==> src/rtl/ep_arb_pkg.sv <==
// Package: ep_arb_pkg
// Holds the default sizing of the endpoint arbiter and a helper that
// derives the identifier width from the endpoint count.
// Assumes at least two endpoints.
package ep_arb_pkg;

    parameter int unsigned EP_COUNT_DEF = 16;

    // Width needed to number count endpoints (minimum 1).
    function automatic int unsigned id_width(input int unsigned count);
        return (count < 2) ? 1 : $clog2(count);
    endfunction

    // One tier's candidate: whether anyone requested, and the winner.
    typedef struct packed {
        logic       hit;
        logic [3:0] idx;
    } tier_pick_t;

endpackage

==> src/rtl/ep_first_finder.sv <==
// Module: ep_first_finder
// Finds the lowest set bit of a request vector and reports its index.
// Purely combinational. Assumes ID_W is wide enough to number N bits.
module ep_first_finder #(
    parameter int unsigned N    = 16,
    parameter int unsigned ID_W = 4
) (
    input  logic [N-1:0]    req,
    output logic            found,
    output logic [ID_W-1:0] idx
);

    // Scan from the top down so the lowest set bit is written last.
    always_comb begin
        found = 1'b0;
        idx   = '0;
        for (int i = N - 1; i >= 0; i--) begin
            if (req[i]) begin
                found = 1'b1;
                idx   = ID_W'(i);
            end
        end
    end

    // the winner must be a set bit with no set bit below it.
    always_comb begin
        if (found) begin
            a_r4_lowest_wins: assert (req[idx] && ((req & ((N'(1) << idx) - N'(1))) == '0));
        end
        a_r2_found_any: assert (found == (|req));
    end

endmodule

==> src/rtl/ep_tier_select.sv <==
// Module: ep_tier_select
// Splits the requesting endpoints into the upper (class bit set) and lower
// groups, finds the lowest requester in each group, lets the upper group
// win, and reads the direction from the winner's receive flag.
// Combinational. Assumes the flags are stable around the sampling edge.
module ep_tier_select #(
    parameter int unsigned N    = 16,
    parameter int unsigned ID_W = 4
) (
    input  logic [N-1:0]    tx_done,
    input  logic [N-1:0]    rx_done,
    input  logic [N-1:0]    class_hi,
    output logic            any_req,
    output logic [ID_W-1:0] win_id,
    output logic            win_dir
);

    localparam int unsigned TIERS = 2;

    logic [N-1:0]    req_all;
    logic [N-1:0]    tier_req [TIERS];
    logic            tier_hit [TIERS];
    logic [ID_W-1:0] tier_idx [TIERS];

    // Form the request vector and the two group masks.
    always_comb begin
        req_all     = tx_done | rx_done;
        tier_req[0] = req_all & class_hi;
        tier_req[1] = req_all & ~class_hi;
    end

    // One lowest-index finder per priority group.
    for (genvar t = 0; t < TIERS; t++) begin : g_tier
        ep_first_finder #(
            .N    (N),
            .ID_W (ID_W)
        ) i_finder (
            .req   (tier_req[t]),
            .found (tier_hit[t]),
            .idx   (tier_idx[t])
        );
    end

    // Upper group first, then the lower group; direction from rx of the winner.
    always_comb begin
        any_req = tier_hit[0] | tier_hit[1];
        if (tier_hit[0]) begin
            win_id = tier_idx[0];
        end else if (tier_hit[1]) begin
            win_id = tier_idx[1];
        end else begin
            win_id = '0;
        end
        win_dir = any_req & rx_done[win_id];
    end

    // if any upper-group endpoint requests, the winner carries the class bit.
    always_comb begin
        if (|tier_req[0]) begin
            a_r3_class_first: assert (class_hi[win_id] && req_all[win_id]);
        end
    end

endmodule

==> src/rtl/ep_irq_arbiter.sv <==
// Module: ep_irq_arbiter
// Top of the endpoint interrupt arbiter: registers the two-group selection
// once per clock and drives the interrupt line, endpoint number and
// direction. Synchronous active-low reset. Assumes the flag inputs are
// synchronous to clk.
module ep_irq_arbiter #(
    parameter int unsigned NUM_EP = ep_arb_pkg::EP_COUNT_DEF,
    parameter int unsigned ID_W   = ep_arb_pkg::id_width(NUM_EP)
) (
    input  logic              clk,
    input  logic              rst_n,
    input  logic [NUM_EP-1:0] tx_done,
    input  logic [NUM_EP-1:0] rx_done,
    input  logic [NUM_EP-1:0] ep_class_hi,
    output logic              irq_o,
    output logic [ID_W-1:0]   ep_id_o,
    output logic              dir_o
);

    logic            sel_any;
    logic [ID_W-1:0] sel_id;
    logic            sel_dir;

    ep_tier_select #(
        .N    (NUM_EP),
        .ID_W (ID_W)
    ) i_select (
        .tx_done  (tx_done),
        .rx_done  (rx_done),
        .class_hi (ep_class_hi),
        .any_req  (sel_any),
        .win_id   (sel_id),
        .win_dir  (sel_dir)
    );

    // Register the selection; idle or reset forces all outputs to zero.
    always_ff @(posedge clk) begin
        if (!rst_n || !sel_any) begin
            irq_o   <= 1'b0;
            ep_id_o <= '0;
            dir_o   <= 1'b0;
        end else begin
            irq_o   <= 1'b1;
            ep_id_o <= sel_id;
            dir_o   <= sel_dir;
        end
    end

    // Copies of the sampled inputs, kept only for the checks below.
    logic [NUM_EP-1:0] req_d;
    logic [NUM_EP-1:0] rx_d;
    logic [NUM_EP-1:0] cls_d;

    // Capture what the registered outputs were computed from.
    always_ff @(posedge clk) begin
        if (!rst_n) begin
            req_d <= '0;
            rx_d  <= '0;
            cls_d <= '0;
        end else begin
            req_d <= tx_done | rx_done;
            rx_d  <= rx_done;
            cls_d <= ep_class_hi;
        end
    end

    a_r2_irq_tracks_req: assert property (@(posedge clk) disable iff (!rst_n)
        irq_o == (|req_d));

    a_r7_idle_zero: assert property (@(posedge clk) disable iff (!rst_n)
        !irq_o |-> (ep_id_o == '0 && !dir_o));

    a_r6_dir_matches_rx: assert property (@(posedge clk) disable iff (!rst_n)
        irq_o |-> (dir_o == rx_d[ep_id_o]));

    a_r3_upper_group_wins: assert property (@(posedge clk) disable iff (!rst_n)
        (irq_o && |(req_d & cls_d)) |-> (cls_d[ep_id_o] && req_d[ep_id_o]));

    a_r1_reset_clears: assert property (@(posedge clk)
        !rst_n |=> (!irq_o && ep_id_o == '0 && !dir_o));

endmodule

==> config.mk <==
export PLATFORM = sky130hd
export DESIGN_NAME = ep_irq_arbiter
export DESIGN_NICKNAME = d
export VERILOG_FILES = /design/src/rtl/ep_arb_pkg.sv /design/src/rtl/ep_first_finder.sv /design/src/rtl/ep_tier_select.sv /design/src/rtl/ep_irq_arbiter.sv
export SDC_FILE = /design/constraint.sdc
export NUM_CORES = 1
export LEC_CHECK = 0
export BUFFER_PORTS_ARGS = -buffer_cell sky130_fd_sc_hd__buf_2
export CORE_ASPECT_RATIO = 0.7
export CORE_MARGIN = 1
export CORE_UTILIZATION = 40
export DETAILED_ROUTE_END_ITERATION = 16
export PLACE_DENSITY = 0.81
export REMOVE_ABC_BUFFERS = 1
export SLEW_MARGIN = 20
export SYNTH_ARGS = -nofsm -noshare
export SYNTH_HDL_FRONTEND = slang
export SYNTH_HIERARCHICAL = 1
export SYNTH_SLANG_ARGS = --single-unit
export TNS_END_PERCENT = 20
==> constraint.sdc <==
create_clock -name clk -period 2.3 [get_ports clk]
set_input_delay 0.115 -clock clk [delete_from_list [all_inputs] [get_ports clk]]
set_output_delay 0.115 -clock clk [all_outputs]
set_load 0.1 [all_outputs]
==> out/summary.txt <==
post-synth cell types - 30
pwr/cell area - 348 nW/um^2
drt pass-1 iters - 4
DR vias - 1,435
GPL Wtd Cong - 0.960
Max Slew Vio Count - 0
CTS clk-pin slew, worst paths - 40 ps
CP Class - in2reg
gr usage total - 0.246
peak supply drop - 139 uV
Int Pwr - 0.310 mW
WL per Instance - 11.8 um
initial antenna violation count - 0
final std cells w/o fill - 275
Yosys warning count - 6
leakage - 0.782 nW
vias per cell - 5.22
Psw - 0.225 mW
hold buffers post-CTS - 0
HPWL after DPL - 2750 um
H-Tree Depth - 1
initial core utilization - 0.448
Logic pwr share - 0.615
Post-Place Cells - 270
# DRC - 0
crit path time final - 2210 ps
global routing's busiest layer - met2
CTS Sinks - 6
CTS tree - built
status - completed
routed wire length - 3240 um
row count - 14
setup ws final - 93.7 ps
clock tree buffer depth - 2
pin count of the biggest net entering global routing - 9
Die Area - 2740 sq um
FF+latch count, synth - 6
Sw Share - 0.420
register area share after synthesis - 0.119
CP required - 2480 ps
Clock power frac - 0.174
hold_ws - 151 ps
commonest non-fill, non-tap cells in the layout - 55 x buf_2, 41 x nor2_1, 25 x buf_4, 18 x nor2b_1, 16 x nand2_1
met3 usage in global routing - 0.0361
DP Worst Slack - -180 ps
Mean Syn Cell Area - 6.25 sq um
first-pass GRT wire length - 5420 um
nets@finish - 295
GR Layer Usage met2 - 0.444
crit-path max FO - 3
die span in x - 62.1 um
layout cell share with drive strength beyond 1 - 0.416
Fin. Hold Viols - 0
Area growth syn-to-layout - 51.8%
initial DRC count - 51
sequential share of power - 0.211
total negative slack - 0 ps
fmax - 0.453 GHz
number of global-route vias before repair - 1,325
Rel. slew slack - 0.678
startpoint types - input port
Max-Cap Viols - 0
synthesized area - 1010 sq um
Die H - 44.1 um
most common cell after layout, fill and taps aside - buf_2
CTS buffer count - 3
Arr. time, crit path - 2390 ps
# setup viols final - 0
IO buf count - 55
Hold Path Class - in2reg
Slew @ Worst Pin - 486 ps
Antenna Nets Post-Route - 0
met1 Resource Use GR - 0.326
core area - 2260 sq um
GRT overflow - 0
Root Buffer - clkbuf_4
antenna cells - 0
final period utilization - 0.959
crit path capture type - register
Mapped Cells - 162
io pins - 56
-- synthesized netlist by cell type --
| library cell | count | area (sq um) |
|---|---|---|
| nor3_1 | 4 | 20.0 |
| a21oi_2 | 1 | 8.76 |
| inv_2 | 1 | 3.75 |
| nand3b_1 | 1 | 7.51 |
| mux2i_1 | 12 | 120 |
| and2_2 | 1 | 7.51 |
| buf_8 | 1 | 15.0 |
| inv_1 | 7 | 26.3 |
| o21ai_0 | 5 | 25.0 |
| o31ai_1 | 3 | 22.5 |
| a21oi_1 | 9 | 45.0 |
| nand2_2 | 1 | 6.26 |
| nor4_2 | 4 | 50.1 |
| nand3_1 | 2 | 10.0 |
| o22ai_1 | 2 | 12.5 |
| o311a_2 | 2 | 22.5 |
| o21ai_2 | 1 | 8.76 |
| and3b_1 | 1 | 8.76 |
| nor3b_1 | 2 | 15.0 |
| a31oi_1 | 2 | 12.5 |
| o32a_1 | 1 | 10.0 |
| nor2b_1 | 18 | 113 |
| dfxtp_1 | 6 | 120 |
| buf_6 | 1 | 11.3 |
| nand4_1 | 2 | 12.5 |
| a211oi_1 | 2 | 15.0 |
| nor2_1 | 46 | 173 |
| and3_1 | 7 | 43.8 |
| or2_2 | 1 | 6.26 |
| nand2_1 | 16 | 60.1 |
-- registers in the layout, indices dropped and copies added, names as in the netlist --
register,cells
irq_o,1
dir_o,1
ep_id_o,4
-- logic make-up (layout without fill, tap and decap cells) --
logic type,after synthesis,in the layout,synth area share
AOI/OAI and AO/OA,28,28,0.180
muxes,12,12,0.119
buffers and inverters,10,91,0.0556
DFF,6,6,0.119
and+or+nand+nor,106,106,0.527
-- layer usage --
layer	wire, um	share of wire	up-vias
li1	-	-	724
met1	1450	0.45	655
met2	1500	0.46	56
met3	282	0.087	0
met4	0	0	0
met5	0	0	-
-- timing repair --
action / in CTS / in global routing
endpoints found under the hold margin: 0 / 0
setup endpoints to repair: 0 / 1
gates resized for setup: 0 / 7
buffers inserted: 0 / 2
-- power by group through the flow --
stage | Sequential, mW | Clock (mW) | Combinational [mW]
finish | 0.113 | 0.0932 | 0.329
global route | 0.113 | 0.105 | 0.356
floorplan | 0.165 | 0 | 0.147
CTS | 0.113 | 0.0993 | 0.317
global placement | 0.115 | 0 | 0.313
detailed placement | 0.115 | 0 | 0.316
-- stage by stage --
step | utilization | area [sq um] | power, mW
5_1_grt | 0.680 | 1540 | 0.575
3_3_place_gp | 0.652 | 1470 | 0.428
3_5_place_dp | 0.652 | 1470 | 0.431
2_1_floorplan | - | 986 | 0.313
4_1_cts | 0.662 | 1500 | 0.530
6_report | 0.680 | 1540 | 0.535
-- layout make-up --
class / instances / area (sq um)
clock buffers: 3 / 22.5
fillers: 216 / 723
inverters: 8 / 30.0
multi-input cells: 146 / 861
flip-flops and latches: 6 / 120
well taps: 32 / 40.0
repair buffers: 80 / 463
-- final timing paths --
check | from | to | cells after the start
worst max-delay path | tx_done[9] | dir_o$_SDFF_PP0_ | 14
worst min-delay path | rst_n | irq_o$_DFF_P_ | 2
-- critical path, stage by stage --
cell and delay [ps]:
buf_2 110, nor2_2 140, buf_4 130, nor2_1 50, nor4_2 270, and3_1 220, nand4_1 180, and3b_1 270
a21oi_4 130, buf_4 140, mux2i_1 170, a21oi_1 80, a211oi_1 220, and3_1 170
No activity file was read; power rests on OpenSTA's default activity.
